<file path="src/rtl/ssm_pkg.sv">
package ssm_pkg;

    localparam int WORD_W  = 8;
    localparam int EXP_W   = 4;
    localparam int DIV_W   = 7;
    localparam int EXP_MAX = 11;
    localparam int HALF_W  = DIV_W + 1 + EXP_MAX;
    localparam int HCNT_W  = $clog2(2 * WORD_W);
    localparam int POS_W   = $clog2(WORD_W);

    typedef struct packed {
        logic len7;
        logic lsb_first;
        logic clk_inv;
        logic early;
        logic cont;
    } ssm_mode_t;

    typedef enum logic {
        ENG_IDLE,
        ENG_SHIFT
    } ssm_state_t;

    // number of bits in a frame
    function automatic logic [HCNT_W-1:0] frame_bits(input logic len7);
        return len7 ? HCNT_W'(WORD_W - 1) : HCNT_W'(WORD_W);
    endfunction

    // index of the final half period of a frame
    function automatic logic [HCNT_W-1:0] last_half(input logic len7);
        return len7 ? HCNT_W'(2 * WORD_W - 3) : HCNT_W'(2 * WORD_W - 1);
    endfunction

    // word bit carried by the idx-th serial bit
    function automatic logic [POS_W-1:0] bit_pos(input logic [HCNT_W-1:0] idx,
                                                 input logic len7,
                                                 input logic lsb);
        logic [HCNT_W-1:0] p;
        p = lsb ? idx : (frame_bits(len7) - HCNT_W'(1) - idx);
        return p[POS_W-1:0];
    endfunction

    // system clocks per half serial-clock period
    function automatic logic [HALF_W-1:0] half_period(input logic [EXP_W-1:0] e,
                                                      input logic [DIV_W-1:0] d);
        logic [EXP_W-1:0] ee;
        logic [DIV_W:0]   m;
        ee = (e > EXP_W'(EXP_MAX)) ? EXP_W'(EXP_MAX) : e;
        m  = (d == '0) ? (DIV_W+1)'(2) : ({1'b0, d} + (DIV_W+1)'(1));
        return HALF_W'(m) << ee;
    endfunction

endpackage

</file>
<file path="src/rtl/ssm_rate_gen.sv">
module ssm_rate_gen
    import ssm_pkg::*;
#(
    parameter int CNT_W = HALF_W
) (
    input  logic             clk,
    input  logic             rst,
    input  logic             run,
    input  logic [CNT_W-1:0] half_cycles,
    output logic             tick
);

    logic [CNT_W-1:0] cnt_q;
    logic             at_end;

    always_comb begin
        at_end = (cnt_q == half_cycles - CNT_W'(1));
        tick   = run && at_end;
    end

    always_ff @(posedge clk) begin
        if (rst || !run) begin
            cnt_q <= '0;
        end else if (at_end) begin
            cnt_q <= '0;
        end else begin
            cnt_q <= cnt_q + CNT_W'(1);
        end
    end

endmodule

</file>
<file path="src/rtl/ssm_frame_engine.sv">
module ssm_frame_engine
    import ssm_pkg::*;
#(
    parameter int DW = WORD_W
) (
    input  logic          clk,
    input  logic          rst,
    input  ssm_mode_t     mode,
    input  logic          tick,
    input  logic          load,
    input  logic [DW-1:0] load_word,
    input  logic          sdi,
    output logic          running,
    output logic          last_tick,
    output logic          sdo,
    output logic          sclk,
    output logic [DW-1:0] done_word
);

    ssm_state_t        state_q;
    ssm_mode_t         mode_q;
    logic [HCNT_W-1:0] h_q;
    logic              p_q;
    logic [DW-1:0]     tx_q;
    logic [DW-1:0]     rx_q;
    logic              sdo_q;

    logic [HCNT_W-1:0] last_idx;
    logic [HCNT_W-1:0] drv_idx;
    logic [HCNT_W-1:0] smp_idx;
    logic              drv_now;
    logic              smp_now;
    logic              shifting;

    always_comb begin
        shifting  = (state_q == ENG_SHIFT);
        last_idx  = last_half(mode_q.len7);
        last_tick = shifting && tick && (h_q == last_idx);
        drv_now   = mode_q.early ? (h_q[0] && (h_q != last_idx)) : !h_q[0];
        smp_now   = mode_q.early ? !h_q[0] : h_q[0];
        drv_idx   = mode_q.early ? ((h_q + HCNT_W'(1)) >> 1) : (h_q >> 1);
        smp_idx   = h_q >> 1;
        done_word = rx_q;
        if (smp_now) begin
            done_word[bit_pos(smp_idx, mode_q.len7, mode_q.lsb_first)] = sdi;
        end
    end

    always_ff @(posedge clk) begin
        if (rst) begin
            state_q <= ENG_IDLE;
            mode_q  <= '0;
            h_q     <= '0;
            p_q     <= 1'b0;
            tx_q    <= '0;
            rx_q    <= '0;
            sdo_q   <= 1'b0;
        end else if (load) begin
            state_q <= ENG_SHIFT;
            mode_q  <= mode;
            h_q     <= '0;
            p_q     <= 1'b0;
            tx_q    <= load_word;
            rx_q    <= '0;
            if (mode.early) begin
                sdo_q <= load_word[bit_pos('0, mode.len7, mode.lsb_first)];
            end
        end else if (last_tick) begin
            state_q <= ENG_IDLE;
            h_q     <= '0;
            p_q     <= 1'b0;
        end else if (shifting && tick) begin
            p_q <= ~p_q;
            h_q <= h_q + HCNT_W'(1);
            if (drv_now) begin
                sdo_q <= tx_q[bit_pos(drv_idx, mode_q.len7, mode_q.lsb_first)];
            end
            if (smp_now) begin
                rx_q[bit_pos(smp_idx, mode_q.len7, mode_q.lsb_first)] <= sdi;
            end
        end
    end

    assign running = shifting;
    assign sdo     = sdo_q;
    assign sclk    = p_q ^ mode.clk_inv;

endmodule

</file>
<file path="src/rtl/sync_serial_master.sv">
module sync_serial_master
    import ssm_pkg::*;
#(
    parameter int DATA_W = WORD_W,
    parameter int PEXP_W = EXP_W,
    parameter int PDIV_W = DIV_W
) (
    input  logic              clk,
    input  logic              rst,
    input  logic              cfg_len7,
    input  logic              cfg_lsb_first,
    input  logic              cfg_clk_inv,
    input  logic              cfg_early,
    input  logic              cfg_cont,
    input  logic [PEXP_W-1:0] cfg_pre_exp,
    input  logic [PDIV_W-1:0] cfg_div,
    input  logic              tx_wr,
    input  logic [DATA_W-1:0] tx_data,
    input  logic              rx_rd,
    input  logic              ovf_clr,
    input  logic              sdi,
    output logic              sclk,
    output logic              sdo,
    output logic              busy,
    output logic              tx_full,
    output logic [DATA_W-1:0] rx_data,
    output logic              rx_valid,
    output logic              irq,
    output logic              ovf
);

    localparam int CW = PDIV_W + 1 + EXP_MAX;

    ssm_mode_t         mode;
    logic [CW-1:0]     half_cycles;
    logic              tick;
    logic              running;
    logic              last_tick;
    logic              load;
    logic [DATA_W-1:0] done_word;

    logic              buf_full_q;
    logic [DATA_W-1:0] buf_q;
    logic              irq_q;
    logic              rx_valid_q;
    logic [DATA_W-1:0] rx_q;
    logic              ovf_q;
    logic              ovf_set;

    always_comb begin
        mode.len7      = cfg_len7;
        mode.lsb_first = cfg_lsb_first;
        mode.clk_inv   = cfg_clk_inv;
        mode.early     = cfg_early;
        mode.cont      = cfg_cont;
        half_cycles    = CW'(half_period(EXP_W'(cfg_pre_exp), DIV_W'(cfg_div)));
        load           = buf_full_q && (!running || (last_tick && cfg_cont));
        ovf_set        = last_tick && rx_valid_q && !rx_rd;
    end

    ssm_rate_gen #(.CNT_W(CW)) u_rate (
        .clk         (clk),
        .rst         (rst),
        .run         (running),
        .half_cycles (half_cycles),
        .tick        (tick)
    );

    ssm_frame_engine #(.DW(DATA_W)) u_engine (
        .clk       (clk),
        .rst       (rst),
        .mode      (mode),
        .tick      (tick),
        .load      (load),
        .load_word (buf_q),
        .sdi       (sdi),
        .running   (running),
        .last_tick (last_tick),
        .sdo       (sdo),
        .sclk      (sclk),
        .done_word (done_word)
    );

    // transmit buffer: a write while full is dropped
    always_ff @(posedge clk) begin
        if (rst) begin
            buf_full_q <= 1'b0;
            buf_q      <= '0;
        end else if (load) begin
            buf_full_q <= 1'b0;
        end else if (tx_wr && !buf_full_q) begin
            buf_full_q <= 1'b1;
            buf_q      <= tx_data;
        end
    end

    // interrupt source follows the transfer mode
    always_ff @(posedge clk) begin
        if (rst) begin
            irq_q <= 1'b0;
        end else begin
            irq_q <= cfg_cont ? load : last_tick;
        end
    end

    // receive holding register and overrun flag
    always_ff @(posedge clk) begin
        if (rst) begin
            rx_valid_q <= 1'b0;
            rx_q       <= '0;
            ovf_q      <= 1'b0;
        end else begin
            if (last_tick) begin
                rx_q       <= done_word;
                rx_valid_q <= 1'b1;
            end else if (rx_rd) begin
                rx_valid_q <= 1'b0;
            end
            if (ovf_set) begin
                ovf_q <= 1'b1;
            end else if (ovf_clr) begin
                ovf_q <= 1'b0;
            end
        end
    end

    assign busy     = running;
    assign tx_full  = buf_full_q;
    assign rx_data  = rx_q;
    assign rx_valid = rx_valid_q;
    assign irq      = irq_q;
    assign ovf      = ovf_q;

endmodule

</file>
<file path="config.mk">
export PLATFORM = sky130hd
export DESIGN_NAME = sync_serial_master
export DESIGN_NICKNAME = d
export VERILOG_FILES = /design/src/rtl/ssm_pkg.sv /design/src/rtl/ssm_rate_gen.sv /design/src/rtl/ssm_frame_engine.sv /design/src/rtl/sync_serial_master.sv
export SDC_FILE = /design/constraint.sdc
export NUM_CORES = 1
export LEC_CHECK = 0
export BUFFER_PORTS_ARGS = -buffer_cell sky130_fd_sc_hd__buf_2
export CAP_MARGIN = 20
export CORE_MARGIN = 2
export CORE_UTILIZATION = 50
export CTS_CLUSTER_DIAMETER = 80
export DETAILED_ROUTE_END_ITERATION = 8
export GPL_TIMING_DRIVEN = 1
export PLACE_DENSITY = 0.72
export SLEW_MARGIN = 5
export SYNTH_ARGS = -nofsm -noshare
export SYNTH_HDL_FRONTEND = slang
export SYNTH_SLANG_ARGS = --single-unit
export TNS_END_PERCENT = 30
</file>
<file path="constraint.sdc">
create_clock -name clk -period 4.7 [get_ports clk]
set_input_delay 0.705 -clock clk [delete_from_list [all_inputs] [get_ports clk]]
set_output_delay 0.705 -clock clk [all_outputs]
set_load 0.01 [all_outputs]
</file>
After elaboration in Yosys (flattened, before gate mapping)
Cells that the tools add are included.

Register bits after elaboration: 65. Input port bits: 30. Output and inout port bits: 15. Word-level logic and storage cells: 98.

$add $sub $neg: 8. Order comparisons: 5. Equal/unequal tests: 5. Shifts and indexed selects: 1. Mux-type cells: 31. Bitwise operators: 4. Reduce and logical (&&, ||, !) cells: 28.

Operators by type and width (count): adder 19 x 1 -> 19 bit (second input constant) (1); == test 19 bit (1); << shifter 8 x 4 -> 19 bit (1); subtractor 19 x 1 -> 19 bit (second input constant) (1); two-way mux 3 bit (6); two-way mux 1 bit (17); two-way mux 8 bit (2); < comparator 3 x 4 -> 1 bit (second input constant) (3); logical AND 1 bit (10); nonzero test 2 bit (5); adder 7 x 1 -> 8 bit (second input constant) (1); bitwise mux 8 bit (1); zero test 7 bit (1); binary-select mux 1 bit (select 3 bit) (2); subtractor 3 x 1 -> 3 bit (second input constant) (2); subtractor 3 bit (2); adder 4 x 1 -> 4 bit (second input constant) (1); == test 4 bit (1); greater-than comparator 4 bit (second input constant) (1); zero test 1 bit (4); two-way mux 4 bit (1); inequality test 4 bit (1); AND reduction 2 bit (2); AND reduction 4 bit (1); other kinds (10) (14).

Longest topological paths before layout
Gate-level depths: netlist (run 1).

Depth after elaboration: 13. Mapped depth: 22. Mapped depth without buffers: 18.

By module
A second synthesis (run 1) with hierarchy kept.

Cell total of the unflattened synthesis: 574. Area total of the unflattened synthesis: 4618.2 um2.

By module, submodules not included: sync_serial_master (times used 1, cells each 199, area each 1580.3 um2, sequential area each 400.4 um2); ssm_frame_engine (times used 1, cells each 178, area each 1550.2 um2, sequential area each 520.5 um2); ssm_rate_gen (times used 1, cells each 197, area each 1487.7 um2, sequential area each 380.4 um2).

Worst setup path after synthesis (run 1)
Ideal clock, no wire load.

Path type: input -> register. Start: input cfg_div[0]. End: register rx_q[3] (netlist: rx_data[3]). Setup time: 128 ps. Arrival: 4911 ps. Data required time: 4572 ps. Setup slack: -339 ps. Stages on the path: 20. Path buffers: 2. Cells stage by stage: clkbuf_1 -> inv_1 -> ha_1 -> nor4b_4 -> a21oi_1 -> a2bb2oi_1 -> nand2b_1 -> ha_1 -> o41ai_1 -> a41oi_1 -> nand2_1 -> nor2_1 -> a31oi_1 -> or4b_4 -> a2111oi_4 -> nand3_2 -> nor4_4 -> buf_6 -> mux2i_1 -> nor2_1.

Cells in the longest elaborated chain, start to end: 8. Elaborated cells between the ends (all ways): 9. Classes of those cells: add/sub (2); eq/ne (1); shift (1); mux (1); reduce/logical (4).

Ends and longest elaborated chain: start, declared (RTL line sync_serial_master.sv:16) `input logic [PDIV_W-1:0] cfg_div,`; adder 7 x 1 -> 8 bit / zero test 7 bit (equally long branches) (RTL line ssm_pkg.sv:49) `m = (d == '0) ? (DIV_W+1)'(2) : ({1'b0, d} + (DIV_W+1)'(1));`; two-way mux 8 bit (*) (RTL line ssm_pkg.sv:49); << shifter 8 x 4 -> 19 bit (*) (RTL line ssm_pkg.sv:50) `return HALF_W'(m) << ee;`; subtractor 19 x 1 -> 19 bit (*) (RTL line ssm_rate_gen.sv:17) `at_end = (cnt_q == half_cycles - CNT_W'(1));`; == test 19 bit (*) (RTL line ssm_rate_gen.sv:17); logical AND 1 bit (*) (RTL line ssm_rate_gen.sv:18) `tick = run && at_end;`; logical AND 1 bit (*) (2 in a row) (RTL line ssm_frame_engine.sv:38) `last_tick = shifting && tick && (h_q == last_idx);`; end signal, assigned (RTL line sync_serial_master.sv:114) `rx_q <= done_word;`; end, declared (RTL line sync_serial_master.sv:46) `logic [DATA_W-1:0] rx_q;`.

Mark *: on every way between the ends. The rest lies on a longest branch, timed or not. A chain may end at the register's enable or synchronous reset.

Worst setup path after layout (run 1)
Start: input cfg_div[1]. End: register rx_q[3] (netlist: rx_data[3]).

Same word-level chain as after synthesis.

==> results.txt, run 1 <==
----------------------------------------------------
[Run status]
  Run status ... complete, no violations

[Run]
  Number of violations of the max-capacitance limit ... 0

[Setup path]
  Cell-by-cell listing of the critical path ... buf_2, inv_1, ha_4, or4b_4, o21ai_4, a211oi_2, a211o_1, a221o_1, a211oi_2, a31oi_1, or4b_4, a2111oi_4, nand3_2, nor4_4, buf_12, mux2i_1, nor2_1
  Data arrival time at the worst-slack endpoint ... approximately 4.7 ns
  Start point of the critical path ... cfg_div[1]
  Worst setup slack for register-to-register paths ... approximately 1.6 ns
  Worst setup path endpoint ... rx_data[3]
  Worst setup path class ... in2reg
  Required arrival time at the worst endpoint ... ~4.9 ns
  Reg2Reg Capture Point ... rx_data[3]
  Highest fanout seen on the critical path ... 14
  Worst path slowest cell ... sky130_fd_sc_hd__or4b_4
  Slowest cell delay on critical path ... 0.55 ns
  R2r worst-path depth ... 13
  Kind of launch point of the worst setup path ... primary input
  Worst flop-to-flop path startpoint ... u_rate.cnt_q[2]
  Setup crit end kind ... register

[Die]
  Die height ... 102.2 um
  Starting density of the core ... 0.5194
  Cell row count ... 35
  Die Span X ... between 100 and 150 um
  Area of the core ... 9284 um2
  Total Die Area ... approximately 10000 um2
  Number of ports placed on the die boundary ... 45

[STA]
  Final setup slack of the worst path ... 0.2221 ns
  Measured slew at the worst slew-check pin ... roughly 0.9 ns
  Final hold slack ... 0.4958 ns
  Max Freq ... 223.3 MHz
  Worst Clk Skew ... 0.01054 ns
  Final Hold Fails ... 0
  Fin. max-slew vios ... 0
  Final critical delay including setup and external delays ... around 4.5 ns
  Total of endpoints with negative setup slack in the final report ... 0
  Final period util ... 0.9527
  Relative slew slack ... 0.4014

[Clock tree]
  Clock-pin slew of the registers on the worst-case setup and hold paths ... 0.07 ns
  Clock buffer count from CTS ... 9
  Clock latency of the later-clocked register in the worst-skew pair ... ~0.34 ns
  CTS Root Cell ... sky130_fd_sc_hd__clkbuf_8
  H-tree Lvls ... 3
  Clock sink count ... 65
  Number of buffers on the longest clock path ... 2
  TritonCTS clock tree ... yes

[Routing]
  Routed Wire Length ... 13200 um
  Average detailed-routed wire length per instance ... 16.04 um
  Average vias per placed instance ... 5.971
  Vias after detailed routing ... 4914
  Remaining number of nets flagged by the antenna check after routing ... 0
  First-iteration detailed-routing DRC count ... 236
  DRC violations left ... 0
  Pre-Repair DR Iteration Count ... 6

[Synth]
  Number of synthesized register bits ... 65
  Netlist area before placement ... 4822 um2
  Number of distinct standard cells referenced by the synthesized netlist ... 83
  Post-synthesis net count ... roughly 630
  Post-synth ARST share ... 0
  Number of standard cells after synthesis ... 593
  Mean Syn Cell Area ... 8.132 um2
  Post-synth EDFFs ... 0
  Sequential area share after synthesis ... 0.2698
  Top_reg_cell synth ... sky130_fd_sc_hd__dfxtp_1
  Number of warnings reported in the yosys synthesis log ... 0

[Placed design]
  IO Port Bufs ... 44
  Placed Instance Area ... 5690 um2
  Minimum setup slack after placement ... -0.2082 ns
  Estimated wirelength of the detail-placed design ... 10230 um
  Routability-driven placement congestion ratio ... roughly 0.96

[Final layout]
  Final instance area ... 5913 um2
  Commonest non-fill, non-tap cells in the layout ... sky130_fd_sc_hd__nor2_1 (104), sky130_fd_sc_hd__dfxtp_1 (65), sky130_fd_sc_hd__buf_4 (65), sky130_fd_sc_hd__buf_2 (44), sky130_fd_sc_hd__mux2i_1 (43)
  Diodes inserted ... 0
  Proportion of layout cells with a drive suffix above 1 ... 0.2550
  Leading cell type in the layout, fill and taps excluded ... sky130_fd_sc_hd__nor2_1
  Area added between synthesis and finish ... 22.63%
  Final core utilization ... 0.6369
  Layout filler cell count ... just over 800
  # nets final ... 728

[GRT]
  Initial antenna violation count ... 0
  Largest net degree at the start of global routing ... 37
  GRT Total Usage ... 0.2619
  Wire length of the first global-routing pass ... 21870 um
  Congestion Overflow GR ... 0
  Number of global-route vias before repair ... about 4700

[Pwr]
  Power density over cell area ... 243.2 nW/um2
  Leak pwr ... 2.325 nW
  Worst VDD drop ... roughly 0.23 mV
  Overall power consumption ... 1.438 mW

[Hold path]
  Path type of the worst min-delay path ... reg2reg

----------------------------------------------------
[what timing repair did]
| action | 4_1_cts | 5_1_grt |
|---|---|---|
| hold buffers | 0 | 0 |
| setup endpoints to repair | 0 | 35 |
| resized for setup | 0 | 6 |
| setup buffers | 0 | 1 |
[cell usage after synthesis, drive strengths merged (7+ instances only)]
cell,instances,share of area
mux2i,43,0.089
ha,9,0.023
xnor2,26,0.047
nand4,15,0.021
dfxtp,65,0.27
xor2,23,0.042
a211oi,10,0.017
and3,8,0.010
inv,14,0.011
o21ai,19,0.020
nand2,37,0.029
nor3,12,0.013
nor2,106,0.084
clkbuf,18,0.014
nand3,20,0.022
and2,7,0.0091
buf,10,0.012
a21oi,23,0.025
mux2,11,0.026
[worst max-delay path, delay by kind of cell]
kind	cells	cell delay, ns
and+or+nand+nor	5	1.58
adders and majority gates	1	0.14
buffers and inverters	3	0.38
muxes	1	0.21
AOI/OAI and AO/OA	7	1.65
[per-layer routing]
layer | part of all wire | global-route usage | wire length (um) | up-vias
met5 | 0 | 0 | 0 | -
li1 | - | - | - | 2367
met1 | 0.42 | 0.3205 | 5541 | 2313
met4 | 0.035 | 0.1169 | 464 | 0
met3 | 0.059 | 0.04172 | 781 | 50
met2 | 0.49 | 0.4534 | 6414 | 184
[how the worst min path moves through the flow]
| stage | cells after the start | end | startpoint | slack (ns) |
|---|---|---|---|---|
| floorplan | 2 | u_engine.tx_q[2] | u_engine.tx_q[2] | 0.45 |
| global route | 2 | u_engine.sdo | u_engine.sdo | 0.52 |
| global placement | 2 | ovf | ovf | 0.47 |
| finish | 2 | rx_data[5] | rx_data[5] | 0.50 |
| CTS | 2 | u_engine.sdo | u_engine.sdo | 0.50 |
| detailed placement | 2 | u_engine.sdo | u_engine.sdo | 0.47 |
[stage by stage]
| step | TNS (ns) | cells |
|---|---|---|
| 2_1_floorplan | -0.3768 | 593 |
| 3_3_place_gp | 0 | 806 |
| 3_5_place_dp | -4.649 | 806 |
| 4_1_cts | 0 | 822 |
| 5_1_grt | -0.1437 | 823 |
| 6_report | 0 | 823 |
[flip-flops by register name (all words and copies together) (netlist names), 3 cells and up]
signal,count
u_engine.h_q,4
rx_data,8
u_engine.mode_q,3
u_rate.cnt_q,19
u_engine.rx_q,8
u_engine.tx_q,8
buf_q,8
[cells by family after synthesis]
| kind of cell | Yosys count | synth area share |
|---|---|---|
| and+or+nand+nor | 248 | 0.2618 |
| muxes | 56 | 0.1243 |
| buffers and inverters | 42 | 0.03659 |
| DFF | 65 | 0.2698 |
| xor gates and xnor gates | 50 | 0.09367 |
| AOI/OAI and AO/OA | 123 | 0.1905 |
| adders and majority gates | 9 | 0.02335 |
[report_power, final]
| group | leakage [nW] | total, mW | switching (mW) | internal [mW] |
|---|---|---|---|---|
| Sequential | 0.526 | 0.572 | 0.0109 | 0.561 |
| Combinational | 1.70 | 0.391 | 0.215 | 0.175 |
| Clock | 0.0953 | 0.475 | 0.218 | 0.258 |
| Total | 2.33 | 1.44 | 0.444 | 0.994 |
[layout make-up]
cell class | instances | area (um2) | area share
multi-input cells | 486 | 3411 | 0.5768
flip-flops and latches | 65 | 1301 | 0.2201
repair buffers | 113 | 788.3 | 0.1333
well taps | 129 | 161.4 | 0.02730
clock buffers | 11 | 141.4 | 0.02391
clock inverters | 5 | 55.05 | 0.009310
inverters | 14 | 55.05 | 0.009310
(Power assumes the default switching activity.)
==> run 2, diff against run 1 <==
BUFFER_PORTS_ARGS = not set   (was -buffer_cell sky130_fd_sc_hd__buf_2)
DONT_BUFFER_PORTS = 1   (was not set)
PLACE_DENSITY = 0.68   (was 0.72)
==> results.txt, run 2 (synthesis results as in run 1) <==
----------------------------------------------------
[Run status]
  Run status ... complete, no violations

[Clock tree]
  H-tree Lvls ... 3 (unchanged)
  Clock latency of the later-clocked register in the worst-skew pair ... 0.36 ns (+0.02 ns)
  Clock buffer count from CTS ... 9 (unchanged)
  CTS Root Cell ... sky130_fd_sc_hd__clkbuf_8
  Number of gates given a new drive strength after cts ... 0 (unchanged)
  Clock sink count ... 65 (unchanged)
  Buffers inserted by post-CTS timing repair ... 0 (unchanged)
  Clock-pin slew of the registers on the worst-case setup and hold paths ... 0.08 ns (about the same)
  TritonCTS clock tree ... yes
  Number of buffers on the longest clock path ... 2 (unchanged)
  Cts hold-fix bufs ... 0 (unchanged)

[GRT]
  Largest net degree at the start of global routing ... 37 (unchanged)
  GRT Total Usage ... 0.2426 (-0.01936)
  Number of global-route vias before repair ... 4269 (-9.2%)
  Initial antenna violation count ... 0 (unchanged)
  Wire length of the first global-routing pass ... 20110 um (-8.0%)
  Congestion Overflow GR ... 0 (unchanged)

[Setup path]
  Required arrival time at the worst endpoint ... 4.95 ns (+0.04 ns)
  Cell-by-cell listing of the critical path ... inv_1, ha_4, or4b_4, o21ai_4, buf_4, a211oi_1, a221oi_1, nand3b_1, a211oi_1, a31oi_1, or4b_4, a2111oi_4, nand3_2, nor4_4, buf_12, mux2i_1, nor2_1
  Highest fanout seen on the critical path ... 14 (unchanged)
  Setup crit end kind ... register
  Slowest cell delay on critical path ... 0.56 ns (about the same)
  Kind of launch point of the worst setup path ... primary input
  Worst setup slack for register-to-register paths ... 1.57 ns (-0.06 ns)
  Worst setup path class ... in2reg
  Worst path slowest cell ... sky130_fd_sc_hd__or4b_4
  Data arrival time at the worst-slack endpoint ... 4.62 ns (-0.07 ns)

[STA]
  Worst Clk Skew ... 0.01665 ns (+0.006109 ns)
  Fin. max-slew vios ... 0 (unchanged)
  Measured slew at the worst slew-check pin ... 0.9009 ns (+0.004772 ns)
  Setup TNS ... 0 ns (unchanged)
  Final Hold Fails ... 0 (unchanged)
  Relative slew slack ... 0.3982 (-0.003188)
  Final critical delay including setup and external delays ... 4.368 ns (-0.1101 ns)
  Setup repair after global routing missed its margin ... false
  Max Freq ... 228.9 MHz (+2.5%)
  Total of endpoints with negative setup slack in the final report ... 0 (unchanged)
  Final period util ... 0.9293 (-0.02342)
  Final hold slack ... 0.4023 ns (-0.09347 ns)

[Pwr]
  Worst VDD drop ... 0.1984 mV (-14%)
  Leak pwr ... 1.957 nW (-16%)
  Power density over cell area ... 253.8 nW/um2 (+4.3%)

[Final layout]
  Area added between synthesis and finish ... 12.07%
  Commonest non-fill, non-tap cells in the layout ... sky130_fd_sc_hd__nor2_1 (104), sky130_fd_sc_hd__dfxtp_1 (65), sky130_fd_sc_hd__mux2i_1 (43), sky130_fd_sc_hd__nand2_1 (37), sky130_fd_sc_hd__buf_4 (33)
  Layout filler cell count ... 891 (+9.7%)
  Final instance area ... 5404 um2 (-8.6%)
  Proportion of layout cells with a drive suffix above 1 ... 0.1591 (-0.09595)
  Leading cell type in the layout, fill and taps excluded ... sky130_fd_sc_hd__nor2_1
  Final core utilization ... 0.5821 (-0.05485)
  Register with the most flip-flops ... u_rate.cnt_q
  # nets final ... 650 (-11%)
  Largest register FFs ... 19 (unchanged)
  Diodes inserted ... 0 (unchanged)
  Non-filler instance count after layout ... 745 (-9.5%)

[Die]
  Starting density of the core ... 0.5194 (unchanged)
  Cell row count ... 35 (unchanged)
  Die Span X ... 102.2 um (unchanged)
  Die height ... 102.2 um (unchanged)
  Number of ports placed on the die boundary ... 45 (unchanged)
  Area of the core ... 9284 um2 (unchanged)
  Total Die Area ... 10450 um2 (unchanged)

[Routing]
  First-iteration detailed-routing DRC count ... 249 (+5.5%)
  Pre-Repair DR Iteration Count ... 5 (-1)
  Remaining number of nets flagged by the antenna check after routing ... 0 (unchanged)
  Highest metal used ... met4
  Average vias per placed instance ... 5.919 (-0.86%)
  Routed Wire Length ... 12030 um (-8.9%)
  DRC violations left ... 0 (unchanged)
  Average detailed-routed wire length per instance ... 16.15 um (+0.66%)
  Routed met3 length ... 744 um (-4.7%)
  Vias after detailed routing ... 4410 (-10%)
  Length of routed met2 wiring ... 6003 um (-6.4%)
  Wire length on met1 ... 5123 um (-7.5%)

[Placed design]
  Estimated wirelength of the detail-placed design ... 9228 um (-9.8%)
  Placed Instance Area ... 5197 um2 (-8.7%)
  Placed instance count ... 729 (-9.6%)
  IO Port Bufs ... 0 (-100%)
  Routability-driven placement congestion ratio ... 0.9742 (+1.6%)

[Hold path]
  Path type of the worst min-delay path ... in2reg

[Run]
  Number of violations of the max-capacitance limit ... 0 (unchanged)

----------------------------------------------------
-- run 2: changes by cell type in the layout (fill, tap and decap cells not counted), moves of 2 or more --
cell / before / now
sky130_fd_sc_hd__buf_2: 44 / 0
sky130_fd_sc_hd__buf_12: 4 / 2
sky130_fd_sc_hd__buf_4: 65 / 33
sky130_fd_sc_hd__inv_6: 0 / 3
-- run 2: metrics by stage --
step | setup WS (ns) | power [mW]
floorplan | -0.09421 | 0.8182
global placement | 0.04527 | 0.8880
detailed placement | -0.05727 | 0.8921
CTS | 0.3246 | 1.384
global route | 0.07578 | 1.439
finish | 0.3322 | 1.371
-- run 2: power breakdown --
part           total [mW]  switching, mW  internal (mW)
clock               0.486          0.238          0.248
combinational       0.313          0.174          0.140
sequential          0.572         0.0112          0.561
-- run 2: final timing paths --
path / start / endpoint / depth (start not counted)
hold reg to reg: u_engine.tx_q[2] / u_engine.tx_q[2] / 2
hold / removal: rst / rx_data[5] / 1
setup reg to reg: u_rate.cnt_q[2] / rx_data[0] / 13
setup / recovery: cfg_div[1] / rx_data[0] / 17
-- run 2: critical path, delay by kind of cell --
family,cells,cell delay [ns]
fa+ha+maj,1,0.14
mux,1,0.21
buf+inv,3,0.41
simple gates,6,1.81
compound gates,6,1.37
-- run 2: routing by layer --
layer,track usage,vias to the layer above
li1,-,2208
met1,0.2888,2066
met2,0.4286,119
met3,0.06840,17
met4,0.06564,0
met5,0,-
-- run 2: area by class of cell --
class / instances / area (um2) / share of cell area
inverter: 14 / 55.05 / 0.01019
clock inverter: 7 / 73.82 / 0.01366
timing repair buffer: 35 / 287.8 / 0.05325
multi-input combinational: 486 / 3401 / 0.6293
tap: 129 / 161.4 / 0.02987
clock buffer: 9 / 123.9 / 0.02292
sequential: 65 / 1301 / 0.2408
